File: config.mk
export PLATFORM = sky130hd
export DESIGN_NAME = burst_addr_gen
export DESIGN_NICKNAME = d
export VERILOG_FILES = /design/src/rtl/burst_pkg.sv /design/src/rtl/burst_strobe_dec.sv /design/src/rtl/burst_beat_ctrl.sv /design/src/rtl/burst_order_map.sv /design/src/rtl/burst_addr_gen.sv
export SDC_FILE = /design/constraint.sdc
export NUM_CORES = 1
export LEC_CHECK = 0
export BUFFER_PORTS_ARGS = -buffer_cell sky130_fd_sc_hd__buf_2
export CORE_AREA = 2 2 39 41
export DETAILED_ROUTE_END_ITERATION = 8
export DIE_AREA = 0 0 41 43
export SYNTH_ARGS = -nofsm -noshare
export SYNTH_HDL_FRONTEND = slang
export SYNTH_SLANG_ARGS = --single-unit
File: constraint.sdc
create_clock -name clk -period 2.15 [get_ports clk]
set_input_delay 0 -clock clk [delete_from_list [all_inputs] [get_ports clk]]
set_output_delay 0 -clock clk [all_outputs]
set_load 0.05 [all_outputs]
File: src/rtl/burst_pkg.sv
package burst_pkg;
    localparam int BURST_LO_W = 2;

    typedef enum logic {
        ORDER_LINEAR      = 1'b0,
        ORDER_INTERLEAVED = 1'b1
    } order_e;
endpackage

File: src/rtl/burst_strobe_dec.sv
module burst_strobe_dec (
    input  logic strobe_p_n,
    input  logic strobe_c_n,
    input  logic adv_n,
    output logic load,
    output logic advance
);
    always_comb begin
        load    = ~strobe_p_n | ~strobe_c_n;
        advance = ~adv_n & ~load;
    end
endmodule

File: src/rtl/burst_beat_ctrl.sv
module burst_beat_ctrl #(
    parameter int LO_W = burst_pkg::BURST_LO_W
) (
    input  logic            clk,
    input  logic            rst_n,
    input  logic            load,
    input  logic            advance,
    input  logic [LO_W-1:0] base,
    output logic [LO_W-1:0] start,
    output logic [LO_W-1:0] beat
);
    typedef struct packed {
        logic [LO_W-1:0] start;
        logic [LO_W-1:0] beat;
        logic            active;
    } beat_st_t;

    beat_st_t st_d, st_q;

    always_comb begin
        st_d = st_q;
        if (load) begin
            st_d.start  = base;
            st_d.beat   = '0;
            st_d.active = 1'b1;
        end else if (advance && st_q.active) begin
            st_d.beat = st_q.beat + LO_W'(1);
        end
    end

    always_ff @(posedge clk or negedge rst_n) begin
        if (!rst_n) begin
            st_q <= '0;
        end else begin
            st_q <= st_d;
        end
    end

    assign start = st_q.start;
    assign beat  = st_q.beat;
endmodule

File: src/rtl/burst_order_map.sv
module burst_order_map #(
    parameter int LO_W = burst_pkg::BURST_LO_W
) (
    input  burst_pkg::order_e order,
    input  logic [LO_W-1:0]   start,
    input  logic [LO_W-1:0]   beat,
    output logic [LO_W-1:0]   addr
);
    logic [LO_W-1:0] xor_addr;
    logic [LO_W-1:0] sum_addr;

    for (genvar i = 0; i < LO_W; i++) begin : g_xor_bit
        assign xor_addr[i] = start[i] ^ beat[i];
    end

    always_comb begin
        sum_addr = start + beat;
        if (order == burst_pkg::ORDER_INTERLEAVED) begin
            addr = xor_addr;
        end else begin
            addr = sum_addr;
        end
    end
endmodule

File: src/rtl/burst_addr_gen.sv
module burst_addr_gen #(
    parameter int LO_W = burst_pkg::BURST_LO_W
) (
    input  logic            clk,
    input  logic            rst_n,
    input  logic            strobe_p_n,
    input  logic            strobe_c_n,
    input  logic            adv_n,
    input  logic            order_sel,
    input  logic [LO_W-1:0] base_lo,
    output logic [LO_W-1:0] addr_lo,
    output logic [LO_W-1:0] beat
);
    logic            load;
    logic            advance;
    logic [LO_W-1:0] start;
    burst_pkg::order_e order;

    assign order = burst_pkg::order_e'(order_sel);

    burst_strobe_dec u_dec (
        .strobe_p_n (strobe_p_n),
        .strobe_c_n (strobe_c_n),
        .adv_n      (adv_n),
        .load       (load),
        .advance    (advance)
    );

    burst_beat_ctrl #(.LO_W(LO_W)) u_ctrl (
        .clk     (clk),
        .rst_n   (rst_n),
        .load    (load),
        .advance (advance),
        .base    (base_lo),
        .start   (start),
        .beat    (beat)
    );

    burst_order_map #(.LO_W(LO_W)) u_map (
        .order (order),
        .start (start),
        .beat  (beat),
        .addr  (addr_lo)
    );
endmodule

==> reports/qor.csv, run 1 <==
stage,metric,value,unit
run_status,status,"complete, no violations",
timing,slew_headroom,0.828,
routing,route.detailed.drc,0,
synthesis,yosys_warnings,0,
routing,drt_iter0_markers,3,
finish,utilization,0.272,
power_and_ir_drop,power,0.272,mW
power_and_ir_drop,p_clk_frac,0.404,
clocking,cts_setup_buffers,0,
placed_design,placed_area,320,µm²
clocking,cts_tree,built,
die,std_cell_rows,14,
clocking,tritoncts.num_buffers,3,
timing,rsz0062_at_grt,no,
timing,tns,0,ns
routing,drt-total-wl,518,µm
timing,clock_skew,0.00552,ns
timing,post-route-period-util,0.632,
setup_path,critPathBufInv,1,
timing,maxSlewViolCount,0,
min_path,hp-class,in -> reg,
die,die_area,1760,µm²
grt,grt_max_degree,6,
setup_path,cp_num_cells,4,
clocking,path_clk_slew,0.05,ns
clocking,post_cts_resized,0,
die,dieWidth,41,µm
synthesis,synthCells,21,
routing,vias_per_cell,3.34,
setup_path,crit_chain,ha_1 -> nor2b_1 -> xnor2_1 -> buf_2,
finish,area_growth,44.7,%
power_and_ir_drop,ir_drop,346,µV
routing,wl_per_cell,9.77,µm
finish,antenna_cells,0,
synthesis,syn_area_per_cell,12.4,µm²
finish,design_area,377,µm²
finish,ff_latch_area,125,µm²
setup_path,slowest_stage,dfrtp_1,
timing,worst_pin_slew,0.260,ns
power_and_ir_drop,p_seq_frac,0.377,
power_and_ir_drop,p_leak,0.182,nW
timing,post-route-min-period,1.36,ns
clocking,clkLatencyLatePin,0.24,ns
power_and_ir_drop,p_sw_frac,0.290,
power_and_ir_drop,pwr-share-comb,0.220,
finish,layout_commonest_cell,buf_2,
die,start_util,0.188,
clocking,htreeDepth,1,
placed_design,place.gp.congestion,0.697,
synthesis,synth-seq-area-share,0.481,
setup_path,critPathMaxFanout,4,
timing,setup_viol,0,
grt,grt.total_usage,0.0614,
setup_path,cp.arrival,1.36,ns
routing,ant_nets,0,
clocking,clock-root-buffer,clkbuf_4,
timing,final-hold-violation-count,0,
die,die_h,43,µm
finish,multi_input_area,120,µm²
die,core-area,1380,µm²
routing,drt_pass1_iterations,2,
setup_path,r2r_cells,3,
timing,fmax,736,MHz
setup_path,max_stage_delay,0.41,ns
grt,grt_overflow,0,
grt,antenna_found_initial,0,
finish,drive_above_1_share,0.514,
clocking,hold_buffers,3,
finish,fin_nets,47,
min_path,hold_depth,3,
finish,final_cell_mix,"buf_2 (11), dfrtp_1 (5), xnor2_1 (3), clkbuf_4 (3), dlygate4sd3_1 (3)",
power_and_ir_drop,p_int,0.193,mW
power_and_ir_drop,powerDensity,722,nW/µm²
setup_path,crit_path_end_kind,primary output,
setup_path,critPathTopFamily,flip-flops,
synthesis,ys_ff_latch,5,
setup_path,crit_required,2.15,ns
synthesis,syn_area,260,µm²
setup_path,cp-start-kind,flop,
synthesis,synth_nets,30,
job,cap_violations,0,
power_and_ir_drop,p_switching,0.0790,mW
grt,grt_pass1_vias,177,
grt,grt_pass1_wl,655,µm
finish,fillers,152,
clocking,clkSinkCount,5,
setup_path,path_class,reg -> out,
placed_design,port-buffer-count,11,
clocking,clock_path_buffers,2,
synthesis,ys_types,12,
routing,vias,177,
die,num_io_pins,12,
-- through the flow --
stage / instances / hold slack, ns / setup WS (ns)
detailed placement: 46 / -0.179 / 1.04
global route: 53 / 0.105 / 0.706
finish: 53 / 0.0930 / 0.792
CTS: 53 / 0.0801 / 0.782
floorplan: 21 / -0.296 / 0.618
global placement: 46 / -0.179 / 1.04
-- Yosys cell counts --
cell type  instances  share of area
xor2_1             1          0.034
or2_2              1          0.024
nor2b_1            1          0.024
dfrtp_1            5           0.48
nand2_2            1          0.024
and2b_2            1          0.034
ha_1               1          0.048
mux2_4             2           0.12
xnor2_1            3           0.10
nand3b_1           1          0.029
buf_4              2          0.058
nor2_1             2          0.029
-- path summary, 6_finish.rpt --
kind / from / end / slack (ns)
min reg2reg: u_ctrl.st_q[0]$_DFFE_PN0P_ / u_ctrl.st_q[0]$_DFFE_PN0P_ / 0.50
min in group asynchronous: rst_n / u_ctrl.start[0]$_DFFE_PN0P_ / 0.10
max reg2reg: u_ctrl.st_q[0]$_DFFE_PN0P_ / u_ctrl.beat[0]$_DFFE_PN0P_ / 1.26
max in group asynchronous: rst_n / u_ctrl.st_q[0]$_DFFE_PN0P_ / 1.92
max: u_ctrl.beat[0]$_DFFE_PN0P_ / addr_lo[1] / 0.79
min: strobe_c_n / u_ctrl.beat[1]$_DFFE_PN0P_ / 0.09
-- layer usage --
| metal | wire [µm] | track usage | vias up |
|---|---|---|---|
| met4 | 0 | 0 | 0 |
| li1 | - | - | 97 |
| met2 | 139 | 0.0750 | 14 |
| met5 | 0 | 0 | - |
| met3 | 96 | 0.0890 | 0 |
| met1 | 283 | 0.0649 | 66 |
-- cell type report --
type                       instances  share of cell area
multi-input combinational         14               0.319
clock buffer                       4              0.0698
sequential                         5               0.332
timing repair buffer              14               0.226
tap                               16              0.0532
-- sequential cells by signal, indices dropped and copies added (netlist names) --
register / cells
u_ctrl.beat: 2
u_ctrl.start: 2
u_ctrl.st_q: 1
-- power groups by stage --
| stage | Combinational [mW] | Sequential [mW] | Clock, mW |
|---|---|---|---|
| finish | 0.0597 | 0.103 | 0.110 |
| global placement | 0.0560 | 0.104 | 0 |
| detailed placement | 0.0558 | 0.104 | 0 |
| global route | 0.0640 | 0.103 | 0.118 |
| floorplan | 0.0430 | 0.103 | 0 |
| CTS | 0.0602 | 0.103 | 0.113 |
-- logic make-up (layout without fill, tap and decap cells) --
kind of cell / Yosys count / after routing / synth area share
XOR/XNOR: 4 / 4 / 0.135
buffers and inverters: 2 / 18 / 0.0577
multiplexers: 2 / 2 / 0.115
flip-flops: 5 / 5 / 0.481
AND/OR/NAND/NOR: 7 / 7 / 0.164
adder cells (fa/ha/maj): 1 / 1 / 0.0481
-- worst reg2reg max path, delay by kind of cell, from the launching register on --
kind          cells  cell delay [ns]
xor+xnor          1             0.14
flops             1             0.39
simple gates      2             0.25
Note: power is estimated with default switching activity, not from simulation.
==> run 2, diff against run 1 <==
clock period = 1.3 ns   (was 2.15 ns; I/O delays follow)
==> run 2 against run 1 <==
  * Total power rose by 68%
  * Flip-flop and latch count is the same
  * Die area stayed put
  * Worst setup slack worse by 0.74 ns
  * Highest routed layer unchanged
==> reports/qor.csv, run 2 (synthesis gave the netlist of run 1 again) <==
stage,metric,value,unit,change
run_status,status,"complete, no violations",,unchanged
min_path,hp-start,strobe_c_n,,unchanged
setup_path,cp.arrival,1.25,ns,was 1.36 ns
routing,route.detailed.drc,0,,unchanged
routing,drt-total-wl,489,µm,was 518 µm
timing,clock_skew,0.000274,ns,was 0.00552 ns
clocking,clkSinkCount,5,,unchanged
placed_design,post-place-ws,0.212,ns,was 1.04 ns
finish,area_growth,59.6,%,was 44.7%
clocking,htreeDepth,1,,unchanged
timing,slew_headroom,0.834,,was 0.828
job,cap_violations,0,,unchanged
routing,drt_pass1_iterations,1,,was 2
clocking,clkLatencyLatePin,0.24,ns,about the same
routing,vias,198,,was 177
timing,maxSlewViolCount,0,,unchanged
routing,ant_nets,0,,unchanged
grt,grt.total_usage,0.0697,,was 0.0614
power_and_ir_drop,p_leak,0.198,nW,was 0.182 nW
timing,fmax,801,MHz,
die,std_cell_rows,14,,unchanged
clocking,cts_setup_buffers,0,,unchanged
routing,vias_per_cell,3.67,,was 3.34
clocking,cts_tree,built,,unchanged
finish,fin_nets,48,,was 47
finish,drive_above_1_share,0.632,,was 0.514
clocking,path_clk_slew,0.04,ns,was 0.05 ns
setup_path,critPathMaxFanout,2,,was 4
grt,antenna_found_initial,0,,unchanged
placed_design,place.gp.congestion,0.659,,was 0.697
grt,grt_overflow,0,,unchanged
finish,layout_commonest_cell,buf_2,,unchanged
die,start_util,0.188,,unchanged
clocking,tritoncts.num_buffers,3,,unchanged
power_and_ir_drop,ir_drop,457,µV,was 346 µV
timing,setup_viol,0,,unchanged
die,die_h,43,µm,unchanged
timing,post-route-min-period,1.25,ns,
power_and_ir_drop,power,0.458,mW,was 0.272 mW
setup_path,r2r_slack,0.38,ns,was 1.26 ns
routing,wl_per_cell,9.06,µm,was 9.77 µm
grt,grt_pass1_wl,731,µm,was 655 µm
setup_path,cp-start-kind,flop,,unchanged
setup_path,startpoint,u_ctrl.start[0]$_DFFE_PN0P_,,was u_ctrl.beat[0]$_DFFE_PN0P_
routing,drt_iter0_markers,0,,was 3
timing,post-route-period-util,0.961,,
placed_design,port-buffer-count,11,,unchanged
finish,final_cell_mix,"buf_2 (10), dfrtp_1 (5), clkbuf_4 (3), dlygate4sd3_1 (3)",,"was buf_2 (11), dfrtp_1 (5), xnor2_1 (3), clkbuf_4 (3), dlygate4sd3_1 (3)"
setup_path,path_class,reg -> out,,unchanged
timing,worst_pin_slew,0.251,ns,was 0.260 ns
min_path,hp-class,in -> reg,,unchanged
setup_path,reg2reg_from,u_ctrl.beat[0]$_DFFE_PN0P_,,was u_ctrl.st_q[0]$_DFFE_PN0P_
finish,antenna_cells,0,,unchanged
power_and_ir_drop,powerDensity,1100,nW/µm²,was 722 nW/µm²
setup_path,crit_required,1.30,ns,was 2.15 ns
timing,final-hold-violation-count,0,,unchanged
grt,grt_max_degree,6,,unchanged
die,dieWidth,41,µm,unchanged
die,die_area,1760,µm²,unchanged
die,core-area,1380,µm²,unchanged
setup_path,crit_path_end_kind,primary output,,unchanged
clocking,clock_path_buffers,2,,unchanged
die,num_io_pins,12,,unchanged
timing,layout_setup_ws,0.0513,ns,was 0.792 ns
clocking,clock-root-buffer,clkbuf_4,,unchanged
grt,grt_pass1_vias,180,,was 177
[run 2: cell count changes in the layout (fill, tap and decap cells not counted), sizes merged]
cell	previous run	this run
buf	11	12
[run 2: where the power goes]
| part | switching (mW) | internal [mW] | leakage, nW | total, mW |
|---|---|---|---|---|
| Clock | 0.0581 | 0.116 | 0.0150 | 0.174 |
| Sequential | 0.00572 | 0.164 | 0.0594 | 0.169 |
| Combinational | 0.0631 | 0.0517 | 0.124 | 0.115 |
| Total | 0.127 | 0.331 | 0.198 | 0.458 |
[run 2: area by class of cell]
class	instances	area [µm²]
fillers	140	968
multi-input cells	14	145
flip-flops and latches	5	125
repair buffers	15	98.8
clock buffers	4	26.3
well taps	16	20.0
[run 2: path summary, 6_finish.rpt]
kind	end	cells after the start
max in group asynchronous	u_ctrl.st_q[0]$_DFFE_PN0P_	2
setup reg to reg	u_ctrl.beat[1]$_DFFE_PN0P_	4
min in group asynchronous	u_ctrl.start[1]$_DFFE_PN0P_	2
setup / recovery	addr_lo[1]	4
hold reg to reg	u_ctrl.st_q[0]$_DFFE_PN0P_	1
hold / removal	u_ctrl.beat[0]$_DFFE_PN0P_	3
[run 2: stage by stage]
| stage | area [µm²] | utilization | TNS [ns] | cells | hold slack (ns) |
|---|---|---|---|---|---|
| after global routing | 415 | 0.300 | -0.0101 | 54 | 0.0973 |
| final | 415 | 0.300 | 0 | 54 | 0.0866 |
| after global placement | 335 | 0.242 | 0 | 47 | -0.179 |
| after detailed placement | 335 | 0.242 | 0 | 47 | -0.179 |
| after CTS | 394 | 0.285 | 0 | 54 | 0.0825 |
| after floorplan | 268 | - | 0 | 21 | -0.296 |
[run 2: critical path: stages, from the launching register on]
cell and delay, ns:
dfrtp_1 0.37, ha_2 0.18, nor2b_4 0.12, xnor2_2 0.15, buf_6 0.18
[run 2: layer usage]
metal / global-route usage / routed length [µm]
met1: 0.0951 / 247
met5: 0 / 0
met2: 0.0781 / 188
met4: 0.0200 / 0
met3: 0.0628 / 53
[run 2: what timing repair did]
item,4_1_cts,5_1_grt
gates resized for setup,1,5
hold endpoints to repair,7,0
pin swaps,0,2
setup endpoints to repair,1,1
hold buffers,3,0
